### config.mk
export PLATFORM = sky130hd
export DESIGN_NAME = csel_carry_adder
export DESIGN_NICKNAME = d
export VERILOG_FILES = /design/src/rtl/csel_carry_adder.sv
export SDC_FILE = /design/constraint.sdc
export NUM_CORES = 1
export LEC_CHECK = 0
export BUFFER_PORTS_ARGS = -buffer_cell sky130_fd_sc_hd__buf_2
export CAP_MARGIN = 5
export CORE_MARGIN = 3
export CORE_UTILIZATION = 38
export DETAILED_ROUTE_END_ITERATION = 10
export PLACE_DENSITY = 0.76
export RECOVER_POWER = 100
export SYNTH_ARGS = -nofsm -noshare
export SYNTH_HDL_FRONTEND = slang
export SYNTH_SLANG_ARGS = --single-unit
### constraint.sdc
create_clock -name vclk -period 2.35
set_clock_uncertainty 0.15 [all_clocks]
set_input_delay 0.3525 -clock vclk [all_inputs]
set_output_delay 0.3525 -clock vclk [all_outputs]
set_load 0.1 [all_outputs]
### src/rtl/csel_carry_adder.sv
module csel_carry_adder #(
  parameter int W = 16
) (
  input  logic [W-1:0] a,
  input  logic [W-1:0] b,
  input  logic         cin,
  output logic [W-1:0] sum,
  output logic         cout
);

  logic [W-1:0] hs;
  logic [W-1:0] hc;
  logic [W-1:0] cz;
  logic [W-1:0] co;
  logic [W-1:0] csel;

  assign hs = a ^ b;
  assign hc = a & b;

  assign cz[0] = hc[0];
  assign co[0] = hs[0] | hc[0];

  for (genvar i = 1; i < W; i++) begin : g_chain
    assign cz[i] = (cz[i-1] & hs[i]) | hc[i];
    assign co[i] = (co[i-1] & hs[i]) | hc[i];
  end

  assign csel = cz | ({W{cin}} & co);

  assign sum  = hs ^ {csel[W-2:0], cin};
  assign cout = csel[W-1];

endmodule

==> results of run 1 <==
## cells by family after synthesis
kind of cell	synth area share (%)
AOI/OAI and AO/OA	26.74
xor gates and xnor gates	18.99
adders and majority gates	36.05
buffers and inverters	1.163
and+or+nand+nor	17.05
## metrics by stage
step / area, um2 / setup slack [ps]
3_3_place_gp: 1704 / -343.5
2_1_floorplan: 968.4 / -433.4
## cell usage after synthesis
master | instances | area share [%]
sky130_fd_sc_hd__xor2_1 | 5 | 6.8
sky130_fd_sc_hd__and3_1 | 1 | 0.97
sky130_fd_sc_hd__o21a_2 | 1 | 1.4
sky130_fd_sc_hd__ha_1 | 17 | 33
sky130_fd_sc_hd__a211oi_1 | 1 | 1.2
sky130_fd_sc_hd__o21a_1 | 1 | 1.2
sky130_fd_sc_hd__o2111ai_1 | 2 | 2.7
sky130_fd_sc_hd__a221o_1 | 1 | 1.6
sky130_fd_sc_hd__xnor2_1 | 9 | 12
sky130_fd_sc_hd__nand3_1 | 1 | 0.77
sky130_fd_sc_hd__a221oi_1 | 1 | 1.4
sky130_fd_sc_hd__a31oi_1 | 3 | 2.9
sky130_fd_sc_hd__nor2_1 | 4 | 2.3
sky130_fd_sc_hd__o21ai_1 | 1 | 0.77
sky130_fd_sc_hd__fa_1 | 1 | 3.1
sky130_fd_sc_hd__o21ai_0 | 5 | 3.9
sky130_fd_sc_hd__and4_1 | 2 | 2.7
sky130_fd_sc_hd__a21o_1 | 4 | 4.7
sky130_fd_sc_hd__nand2b_1 | 4 | 3.9
sky130_fd_sc_hd__inv_1 | 2 | 1.2
sky130_fd_sc_hd__a41oi_1 | 1 | 1.4
sky130_fd_sc_hd__nand4_1 | 1 | 0.97
sky130_fd_sc_hd__or3_4 | 1 | 1.7
sky130_fd_sc_hd__nor2b_1 | 2 | 1.9
sky130_fd_sc_hd__nand2_1 | 3 | 1.7
sky130_fd_sc_hd__a21oi_1 | 5 | 3.9
==> impl_summary.txt, run 1 <==
----------------------------------------------------
[Outcome]
  Halt Stage ... 3_5_place_dp
  Stop Error ... [ERROR DPL-0038] Utilization greater than 100%, impossible to legalize
  Result of the run ... did not finish

[Placement]
  Count of input and output buffers ... 50
  Global placer's final weighted congestion ... 0.7607

[Die]
  Width of the chip ... ~47 um
  Ports placed on the boundary ... 50
  Standard-cell rows ... 14
  Die Height ... 47.22 um
  Starting utilization of the core area ... 41.41%

[Synthesis]
  Fraction of the yosys area taken by sequential cells ... 0%
  Total nets after synthesis ... 130
  Per-instance average area after synthesis ... 8.172 um2
  Post-synthesis cell area ... 645.6 um2
  Number of warnings reported in the yosys synthesis log ... 0
  Number of standard cells after synthesis ... 79
  Number of distinct library cell variants in the gate-level netlist after synthesis ... 26

----------------------------------------------------
==> run 2, diff against run 1 <==
--- a/config.mk
+++ b/config.mk
@@ -7,10 +7,10 @@
 export LEC_CHECK = 0
 export BUFFER_PORTS_ARGS = -buffer_cell sky130_fd_sc_hd__buf_2
 export CAP_MARGIN = 5
-export CORE_MARGIN = 3
-export CORE_UTILIZATION = 38
+export CORE_AREA = 3 3 64 66
 export DETAILED_ROUTE_END_ITERATION = 10
-export PLACE_DENSITY = 0.76
+export DIE_AREA = 0 0 67 69
+export PLACE_DENSITY_LB_ADDON = 0.15
 export RECOVER_POWER = 100
 export SYNTH_ARGS = -nofsm -noshare
 export SYNTH_HDL_FRONTEND = slang
==> constraint.sdc (replaced) <==
create_clock -name vclk -period 3.1
set_clock_uncertainty 0.15 [all_clocks]
set_input_delay 0.465 -clock vclk [all_inputs]
set_output_delay 0.465 -clock vclk [all_outputs]
set_load 0.1 [all_outputs]
==> impl_summary.txt, run 2 <==
----------------------------------------------------
[Die]
  Floorplan die area ... 4623 um2
  Width of the chip ... 67 um
  Die Height ... 69 um
  CORE AREA ... approximately 3600 um2
  Ports placed on the boundary ... 50
  Starting utilization of the core area ... 17.77%
  Standard-cell rows ... 22

[Worst setup path]
  Worst path cell trace ... buf_2 -> ha_4 -> a21o_1 -> a21o_1 -> a31oi_1 -> nand4_1 -> a221o_1 -> xor2_4 -> buf_12
  Crit Path Class ... in2out
  Critical-path top delay cell ... sky130_fd_sc_hd__a221o_1
  CP arrival ... 2390 ps
  Cell mode on critical path ... sky130_fd_sc_hd__a21o_1
  Critical Path Start Type ... input pin
  Worst EP required ... ~2500 ps
  Sort of element at the end of the critical path ... primary output
  Crit-path max FO ... 3
  Critical Path Max Stage Delay ... approximately 400 ps

[Timing]
  Final number of max-transition violations ... 0
  Post-route worst setup slack ... 91.98 ps
  Final Hold Vio Count ... 0
  Highest attainable clock frequency ... ~0.33 GHz
  Tightest slew margin relative to the limit ... 22.52%
  Period utilization ... between 90% and 100%
  Hold Worst Slack ... 1313 ps
  Transition time at the pin with the least slew margin ... 1167 ps
  Time the final worst path needs with I/O delays and setup ... 3008 ps
  Setup repair after global routing missed its margin ... no
  Final setup violating endpoints ... 0

[Synthesis]
  Synth Area in Adders ... ~36%
  Total nets after synthesis ... 130
  Ranking of synthesized cells by instance count ... 17 x sky130_fd_sc_hd__ha_1, 9 x sky130_fd_sc_hd__xnor2_1, 5 x sky130_fd_sc_hd__a21oi_1, 5 x sky130_fd_sc_hd__o21ai_0, 5 x sky130_fd_sc_hd__xor2_1
  Share of the synthesized area in compound gates (AO/OA/AOI/OAI) ... 26.74%
  Proportion of netlist area held by the largest area contributor ... 32.95%
  Library cell with the highest instance count after synthesis ... sky130_fd_sc_hd__ha_1
  Number of distinct library cell variants in the gate-level netlist after synthesis ... 26
  Number of warnings reported in the yosys synthesis log ... 0
  Synth top area cells ... sky130_fd_sc_hd__ha_1 33%, sky130_fd_sc_hd__xnor2_1 12%, sky130_fd_sc_hd__xor2_1 6.8%
  Post-synthesis cell area ... 645.6 um2
  Number of standard cells after synthesis ... ~80
  Main combinational cell family by area after synthesis ... adder cells
  Fraction of the yosys area taken by sequential cells ... 0%
  Synth Area in XOR/XNOR ... 18.99%
  Cell taking the most area after synthesis ... sky130_fd_sc_hd__ha_1
  Synth Area in Simple Gates ... 17.05%
  Share of cell area taken by muxes after synthesis ... 0%
  Per-instance average area after synthesis ... around 8.2 um2

[Min path]
  Min-Delay Path Class ... in2out

[Finish]
  Diodes inserted ... 0
  Most frequent cells in the layout ... 34 x sky130_fd_sc_hd__buf_2, 16 x sky130_fd_sc_hd__ha_1, 9 x sky130_fd_sc_hd__xnor2_2
  Most common cell after layout, fill and taps aside ... sky130_fd_sc_hd__buf_2
  Layout Area Growth over Synthesis ... 85.27%
  Number of filler instances in the final layout ... 410
  Final Net Count ... approximately 190
  Layout cell share with drive strength beyond 1 ... ~52%
  Multi-input logic area ... 772.0 um2
  FF+latch area ... 0 um2
  Total of clock buffers placed in the layout ... 0
  Number of flip-flops and latches ... 0

[Power]
  Pwr per Cell Area ... 556.1 nW/um2
  Static Leakage ... about 0.6 nW
  Peak ir drop on the vdd network ... 0.2452 mV

[Routing]
  Total vias in the final route ... slightly below 800
  Wire length after detailed routing ... between 1500 and 2000 um
  Pre-antenna DRT Iters ... 4
  Antenna Violating Nets Remaining ... 0
  Post-detailed-route DRC marker count ... 0
  Detailed-route vias per instance ... 4.328
  Routed length per instance ... 10.56 um
  DRC violation total after the first TritonRoute iteration ... 7

[Global route]
  Via count of the first global-routing pass ... 775
  Largest net degree at the start of global routing ... 7
  First-pass GRT wire length ... approximately 3100 um
  Grt total ovfl ... 0
  GR Util All Layers ... 7.950%
  Antenna violations before repair ... 0

[Clocking]
  Setup fix buffers added after clock tree synthesis ... 0
  Post-cts resize count ... 0
  Number of hold buffers added after cts ... 0

[Placement]
  Global placer's final weighted congestion ... between 0.6 and 0.7
  Count of input and output buffers ... 50
  HPWL after detailed placement ... 1772 um
  Pre-CTS worst setup slack ... 64.77 ps

[Flow run]
  Max-cap violations ... 0

[Outcome]
  Result of the run ... completed

----------------------------------------------------
## run 2: cell counts after synthesis
Identical to the previous run, type by type.
## run 2: per-layer routing
layer / track usage [%] / vias up / wire length, um
met3: 1.792 / 0 / 182
met2: 13.43 / 31 / 857
met5: 0 / - / 0
li1: - / 410 / -
met4: 0 / 0 / 0
met1: 10.84 / 338 / 860
## run 2: critical path: cells and delay by family
family	cells	cell delay [ps]
xor+xnor	1	170
compound gates	4	1020
buf+inv	2	310
simple gates	1	200
fa+ha+maj	1	230
## run 2: final timing paths
path	from	endpoint	slack (ps)	cells past startpoint
max	a[7]	sum[15]	90	9
min	b[4]	sum[4]	1310	4
## run 2: final cells by class
cell class / count / area share (%)
multi-input cells: 77 / 64.54
repair buffers: 53 / 29.81
well taps: 48 / 5.021
inverters: 2 / 0.6276
## run 2: cells by family (layout without fill, tap and decap cells)
logic type | Yosys count | in the layout
AO/OA/AOI/OAI | 26 | 26
XOR/XNOR | 14 | 14
adder cells (fa/ha/maj) | 18 | 18
buffers and inverters | 2 | 55
AND/OR/NAND/NOR | 19 | 19
## run 2: where the power goes
group          total, mW  internal [mW]  switching, mW
clock                  0              0              0
sequential             0              0              0
combinational      0.665          0.187          0.478
## run 2: metrics by stage
step | area (um2) | TNS (ps) | util, % | total power [mW] | std cells
3_5_place_dp | 1267 | 0 | 34.88 | 0.7370 | 180
6_report | 1196 | 0 | 32.92 | 0.6652 | 180
3_3_place_gp | 1267 | 0 | 34.88 | 0.7341 | 180
5_1_grt | 1196 | 0 | 32.92 | 0.6974 | 180
4_1_cts | 1267 | 0 | 34.88 | 0.7390 | 180
2_1_floorplan | 754.5 | -733.8 | - | 0.5082 | 79
No activity file was read; power rests on OpenSTA's default activity.
